File: config.mk
export PLATFORM = sky130hd
export DESIGN_NAME = wdg_cfg_gate
export DESIGN_NICKNAME = d
export VERILOG_FILES = /design/src/rtl/wdg_gate_pkg.sv /design/src/rtl/wdg_unlock_seq.sv /design/src/rtl/wdg_ctrl_reg.sv /design/src/rtl/wdg_tmo_check.sv /design/src/rtl/wdg_cfg_gate.sv
export SDC_FILE = /design/constraint.sdc
export NUM_CORES = 1
export LEC_CHECK = 0
export BUFFER_PORTS_ARGS = -buffer_cell sky130_fd_sc_hd__buf_4
export CAP_MARGIN = 20
export CORE_ASPECT_RATIO = 0.6
export CORE_MARGIN = 1
export CORE_UTILIZATION = 26
export CTS_CLUSTER_DIAMETER = 120
export CTS_CLUSTER_SIZE = 8
export DETAILED_ROUTE_END_ITERATION = 10
export PLACE_DENSITY = 0.5
export REMOVE_ABC_BUFFERS = 1
export SYNTH_ARGS = -nofsm -noshare
export SYNTH_HDL_FRONTEND = slang
export SYNTH_SLANG_ARGS = --single-unit
File: constraint.sdc
create_clock -name clk -period 5.9 [get_ports clk]
set_input_delay 0 -clock clk [delete_from_list [all_inputs] [get_ports clk]]
set_output_delay 0 -clock clk [all_outputs]
set_load 0.01 [all_outputs]
File: src/rtl/wdg_gate_pkg.sv
package wdg_gate_pkg;
  localparam int ADDR_W = 3;
  localparam logic [15:0] KEY_FIRST  = 16'hC520;
  localparam logic [15:0] KEY_SECOND = 16'hD928;
  localparam logic [15:0] CTRL_KEEP_MASK = 16'h7CFF;
  localparam logic [15:0] CTRL_DEFAULT   = 16'h00D3;
  localparam int ALLOW_BIT = 4;

  typedef enum logic [ADDR_W-1:0] {
    RA_CTRL   = 3'd0,
    RA_TMO_HI = 3'd1,
    RA_TMO_LO = 3'd2,
    RA_WIN_HI = 3'd3,
    RA_WIN_LO = 3'd4,
    RA_PRESC  = 3'd5,
    RA_UNLOCK = 3'd6
  } reg_addr_e;

  typedef enum logic {
    SEQ_IDLE = 1'b0,
    SEQ_HALF = 1'b1
  } seq_e;
endpackage

File: src/rtl/wdg_unlock_seq.sv
module wdg_unlock_seq
  import wdg_gate_pkg::*;
#(
  parameter int WIN_CYCLES = 256
) (
  input  logic              clk,
  input  logic              rst_n,
  input  logic              por_n,
  input  logic              wr,
  input  logic [ADDR_W-1:0] addr,
  input  logic [15:0]       wdata,
  input  logic              allow,
  output logic              open,
  output logic              reopen
);
  localparam int CW = $clog2(WIN_CYCLES + 1);

  seq_e          seq_q;
  logic [CW-1:0] left_q;
  logic          to_unlock;

  assign to_unlock = wr && (addr == RA_UNLOCK);
  assign reopen    = to_unlock && (seq_q == SEQ_HALF) && (wdata == KEY_SECOND) && allow;
  assign open      = (left_q != '0);

  always_ff @(posedge clk) begin
    if (!por_n || !rst_n) begin
      seq_q <= SEQ_IDLE;
    end else if (wr) begin
      if (to_unlock && seq_q == SEQ_IDLE && wdata == KEY_FIRST)
        seq_q <= SEQ_HALF;
      else
        seq_q <= SEQ_IDLE;
    end
  end

  always_ff @(posedge clk) begin
    if (!por_n || !rst_n)
      left_q <= '0;
    else if (reopen)
      left_q <= CW'(WIN_CYCLES);
    else if (left_q != '0)
      left_q <= left_q - 1'b1;
  end
endmodule

File: src/rtl/wdg_ctrl_reg.sv
module wdg_ctrl_reg
  import wdg_gate_pkg::*;
(
  input  logic        clk,
  input  logic        rst_n,
  input  logic        por_n,
  input  logic        wr_ok,
  input  logic        reopen,
  input  logic [15:0] wdata,
  output logic [15:0] ctrl_word,
  output logic        ctrl_we
);
  logic done_q;

  assign ctrl_we = wr_ok && !done_q;

  always_ff @(posedge clk) begin
    if (!por_n || !rst_n)
      done_q <= 1'b0;
    else if (reopen)
      done_q <= 1'b0;
    else if (ctrl_we)
      done_q <= 1'b1;
  end

  always_ff @(posedge clk) begin
    if (!por_n)
      ctrl_word <= CTRL_DEFAULT;
    else if (ctrl_we)
      ctrl_word <= wdata & CTRL_KEEP_MASK;
  end
endmodule

File: src/rtl/wdg_tmo_check.sv
module wdg_tmo_check #(
  parameter int WIN_CYCLES = 256,
  parameter int SLACK = 20,
  parameter logic [31:0] TMO_DEFAULT = 32'h0001_0000
) (
  input  logic        clk,
  input  logic        por_n,
  input  logic        hi_we,
  input  logic        lo_we,
  input  logic [15:0] wdata,
  output logic        cfg_err
);
  localparam logic [31:0] LIMIT = 32'(2 * WIN_CYCLES + SLACK);

  logic [31:0] tmo_q;
  logic [31:0] tmo_next;

  always_comb begin
    tmo_next = tmo_q;
    if (hi_we) tmo_next[31:16] = wdata;
    if (lo_we) tmo_next[15:0]  = wdata;
  end

  always_ff @(posedge clk) begin
    if (!por_n) begin
      tmo_q   <= TMO_DEFAULT;
      cfg_err <= 1'b0;
    end else if (hi_we || lo_we) begin
      tmo_q   <= tmo_next;
      cfg_err <= (tmo_next <= LIMIT);
    end
  end
endmodule

File: src/rtl/wdg_cfg_gate.sv
module wdg_cfg_gate
  import wdg_gate_pkg::*;
#(
  parameter int WIN_CYCLES = 256,
  parameter int SLACK = 20
) (
  input  logic              clk,
  input  logic              rst_n,
  input  logic              por_n,
  input  logic              bus_wr,
  input  logic [ADDR_W-1:0] bus_addr,
  input  logic [15:0]       bus_wdata,
  output logic [15:0]       ctrl_word,
  output logic              ctrl_we,
  output logic              tmo_hi_we,
  output logic              tmo_lo_we,
  output logic              win_hi_we,
  output logic              win_lo_we,
  output logic              presc_we,
  output logic              cfg_open,
  output logic              cfg_err
);
  localparam int N_PROT = 6;

  logic              reopen;
  logic              allow;
  logic              accept;
  logic [N_PROT-1:0] hit;

  assign allow  = ctrl_word[ALLOW_BIT];
  assign accept = bus_wr && cfg_open && allow;

  for (genvar g = 0; g < N_PROT; g++) begin : g_dec
    assign hit[g] = accept && (bus_addr == ADDR_W'(g));
  end

  assign tmo_hi_we = hit[RA_TMO_HI];
  assign tmo_lo_we = hit[RA_TMO_LO];
  assign win_hi_we = hit[RA_WIN_HI];
  assign win_lo_we = hit[RA_WIN_LO];
  assign presc_we  = hit[RA_PRESC];

  wdg_unlock_seq #(.WIN_CYCLES(WIN_CYCLES)) u_seq (
    .clk(clk), .rst_n(rst_n), .por_n(por_n),
    .wr(bus_wr), .addr(bus_addr), .wdata(bus_wdata),
    .allow(allow), .open(cfg_open), .reopen(reopen)
  );

  wdg_ctrl_reg u_ctrl (
    .clk(clk), .rst_n(rst_n), .por_n(por_n),
    .wr_ok(hit[RA_CTRL]), .reopen(reopen), .wdata(bus_wdata),
    .ctrl_word(ctrl_word), .ctrl_we(ctrl_we)
  );

  wdg_tmo_check #(.WIN_CYCLES(WIN_CYCLES), .SLACK(SLACK)) u_tmo (
    .clk(clk), .por_n(por_n),
    .hi_we(tmo_hi_we), .lo_we(tmo_lo_we), .wdata(bus_wdata),
    .cfg_err(cfg_err)
  );
endmodule

==> flow_summary.yaml <==
timing:
  finalHoldViolations: 0
  period_share_pct: 39.4
  layout_min_cycle_time_ns: 2.32
  finalSetupTns_ns: 0
  finalSetupViolations: 0
  skew_ns: 0.00753
  worst_pin_slew_ns: 0.605
  drv_slew: 0
  rsz0062_at_grt: "false"
  fmax_mhz: 430
  max_slew_margin_pct: 59.1
clock_tree:
  tritoncts: "yes"
  cts_buffers: 9
  cts_sinks: 57
  clock_latency_ns: 0.33
  cts.path.max_buffers: 2
  htree_levels: 3
  cts_resized: 0
  cts-root-buf: "clkbuf_16"
  clk_pin_slew_ns: 0.06
cells_and_area:
  final_core_util_pct: 36.1
  multi_input_area_um2: 1420
  final_cell_mix: "57 x dfxtp_1, 49 x mux2i_1, 46 x buf_4"
  drive_above_1_share_pct: 21.2
  layout_commonest_cell: "dfxtp_1"
  final_area_um2: 3550
  area_growth_pct: 34.9
  register_area_um2: 1140
  antenna_cells: 0
  fillers: 997
  finalNetCount: 346
critical_path:
  r2r_slack_ns: 3.66
  path_class: "reg2out"
  required_ns: 5.90
  start_kind: "register"
  ff2ff_path_depth: 7
  arrival_ns: 2.32
  timing.rr.end: "u_ctrl.ctrl_word[0]"
  cp-startpoint: "u_seq.left_q[0]"
  crit_fanout: 9
  timing.rr.start: "u_seq.left_q[0]"
  end_kind: "output pin"
power:
  total_power_mw: 1.42
  p_leak_nw: 1.28
  power_density_nw_per_um2: 399
  irDropWorstVdd_v: 0.000129
synth:
  synth.yosys.warnings: 0
  synth_ff_type: "dfxtp_1"
  synth_edf_count: 0
  avgSynthCellArea_um2: 9.98
  synth_cells: 264
  mappedNetlistArea_um2: 2640
  async_flop_share_pct: 0
  synth_seq_area_share_pct: 43.3
  netlist-cell-type-count: 43
  ys_ff_latch: 57
place:
  port_buffers: 43
  placed_cell_area_um2: 3090
  post-dp-hpwl_mm: 4.91
  place.gp.congestion: 0.739
floorplanning:
  core_area_um2: 9840
  die_area_um2: 10600
  rows: 28
  fp.dieH_um: 80.0
  boundaryPins: 47
  initial_core_util_pct: 26.8
  die_x_um: 132
hold_path:
  min_to: "u_ctrl.ctrl_word[14]"
  worstHoldPathType: "in2reg"
  min_from: "bus_wdata[14]"
  whs_path_depth: 3
grt:
  antenna_found_initial: 0
  grt_usage_pct: 13.9
  grt_pass1_vias: 2006
  grt_max_degree: 51
  grt_pass1_wl_mm: 10.8
  globalRoute.totalOverflow: 0
route:
  wl_mm: 6.97
  viasPerCell: 4.51
  antenna_left: 0
  initialDrtViolationCount: 82
  avgRoutedWirePerCell_um: 15.1
  first_pass_iters: 6
  drc_errors: 0
  vias: 2079
flow_run:
  max-cap-violations: 0
status:
  status: "finished, final reports clean"
==> cell type report <==
cell class	instances	share of cell area [%]
Tap cell	135	4.75
Clock inverter	5	2.18
Inverter	4	0.422
Timing Repair Buffer	59	13.4
Multi-Input combinational cell	190	40.1
Sequential cell	57	32.1
Clock buffer	11	7.11
==> state kept, by name, indices dropped and copies added, names as in the netlist <==
signal            count
u_ctrl.ctrl_word     13
u_tmo.tmo_q          32
u_ctrl.done_q         1
u_seq.left_q          9
u_tmo.cfg_err         1
u_seq.seq_q           1
==> how the worst max path moves through the flow <==
stage,to,cells past startpoint
3_5_place_dp,u_ctrl.ctrl_word[0],7
2_1_floorplan,u_tmo.cfg_err,7
5_1_grt,win_hi_we,7
6_report,ctrl_we,6
3_3_place_gp,u_ctrl.ctrl_word[0],7
4_1_cts,ctrl_we,6
==> what timing repair did <==
item                      4_1_cts  5_1_grt
hold buffers                   13        0
setup buffers                   0        0
hold endpoints to repair       26        0
==> Yosys cell counts (3+ instances only) <==
cell      instances  area, um2
nor4_1            7       43.8
mux2i_1          49        490
or3_1             3       18.8
xor2_1            4       35.0
dfxtp_1          57       1140
clkbuf_1          5       18.8
nand4_1           3       18.8
buf_4             5       37.5
nand2_1          15       56.3
inv_1             4       15.0
nor2b_1          39        244
nor3_1            5       25.0
buf_2             4       20.0
nor2_1           20       75.1
a21oi_1           4       20.0
nand3b_1          3       22.5
nand3_1           5       25.0
==> critical path, stage by stage, from the launching register on <==
cell	delay [ns]
dfxtp_1	0.37
inv_1	0.08
ha_1	0.23
nor4b_4	0.17
a2111oi_4	0.62
buf_4	0.34
buf_4	0.16
==> report_power, final <==
part | internal, mW | switching (mW) | total, mW
clock | 0.390 | 0.178 | 0.568
sequential | 0.423 | 0.0358 | 0.459
combinational | 0.175 | 0.216 | 0.391
==> cells by family (layout without fill, tap and decap cells) <==
group           Yosys count  count (layout)  synth area share (%)
mux                      50              50                  19.0
simple gates            112             112                  24.9
compound gates           18              18                  6.08
buf+inv                  19              79                  3.89
flops                    57              57                  43.3
other cells               1               3                 0.142
fa+ha+maj                 2               2                 0.950
xor+xnor                  5               5                  1.66
==> per-stage QoR <==
stage,instances,hold WS (ns),setup WS (ns)
3_5_place_dp,432,0.277,3.66
3_3_place_gp,432,0.270,3.76
6_report,461,0.0171,3.58
5_1_grt,461,0.0173,3.39
2_1_floorplan,251,0.0544,2.02
4_1_cts,461,0.00629,3.55
==> layer usage <==
layer	GRT usage, %	wire length (um)
met1	19.5	3940
met5	0	0
met4	4.88	90
met2	18.9	2670
met3	5.21	267
Power figures use the tool's default switching activity.
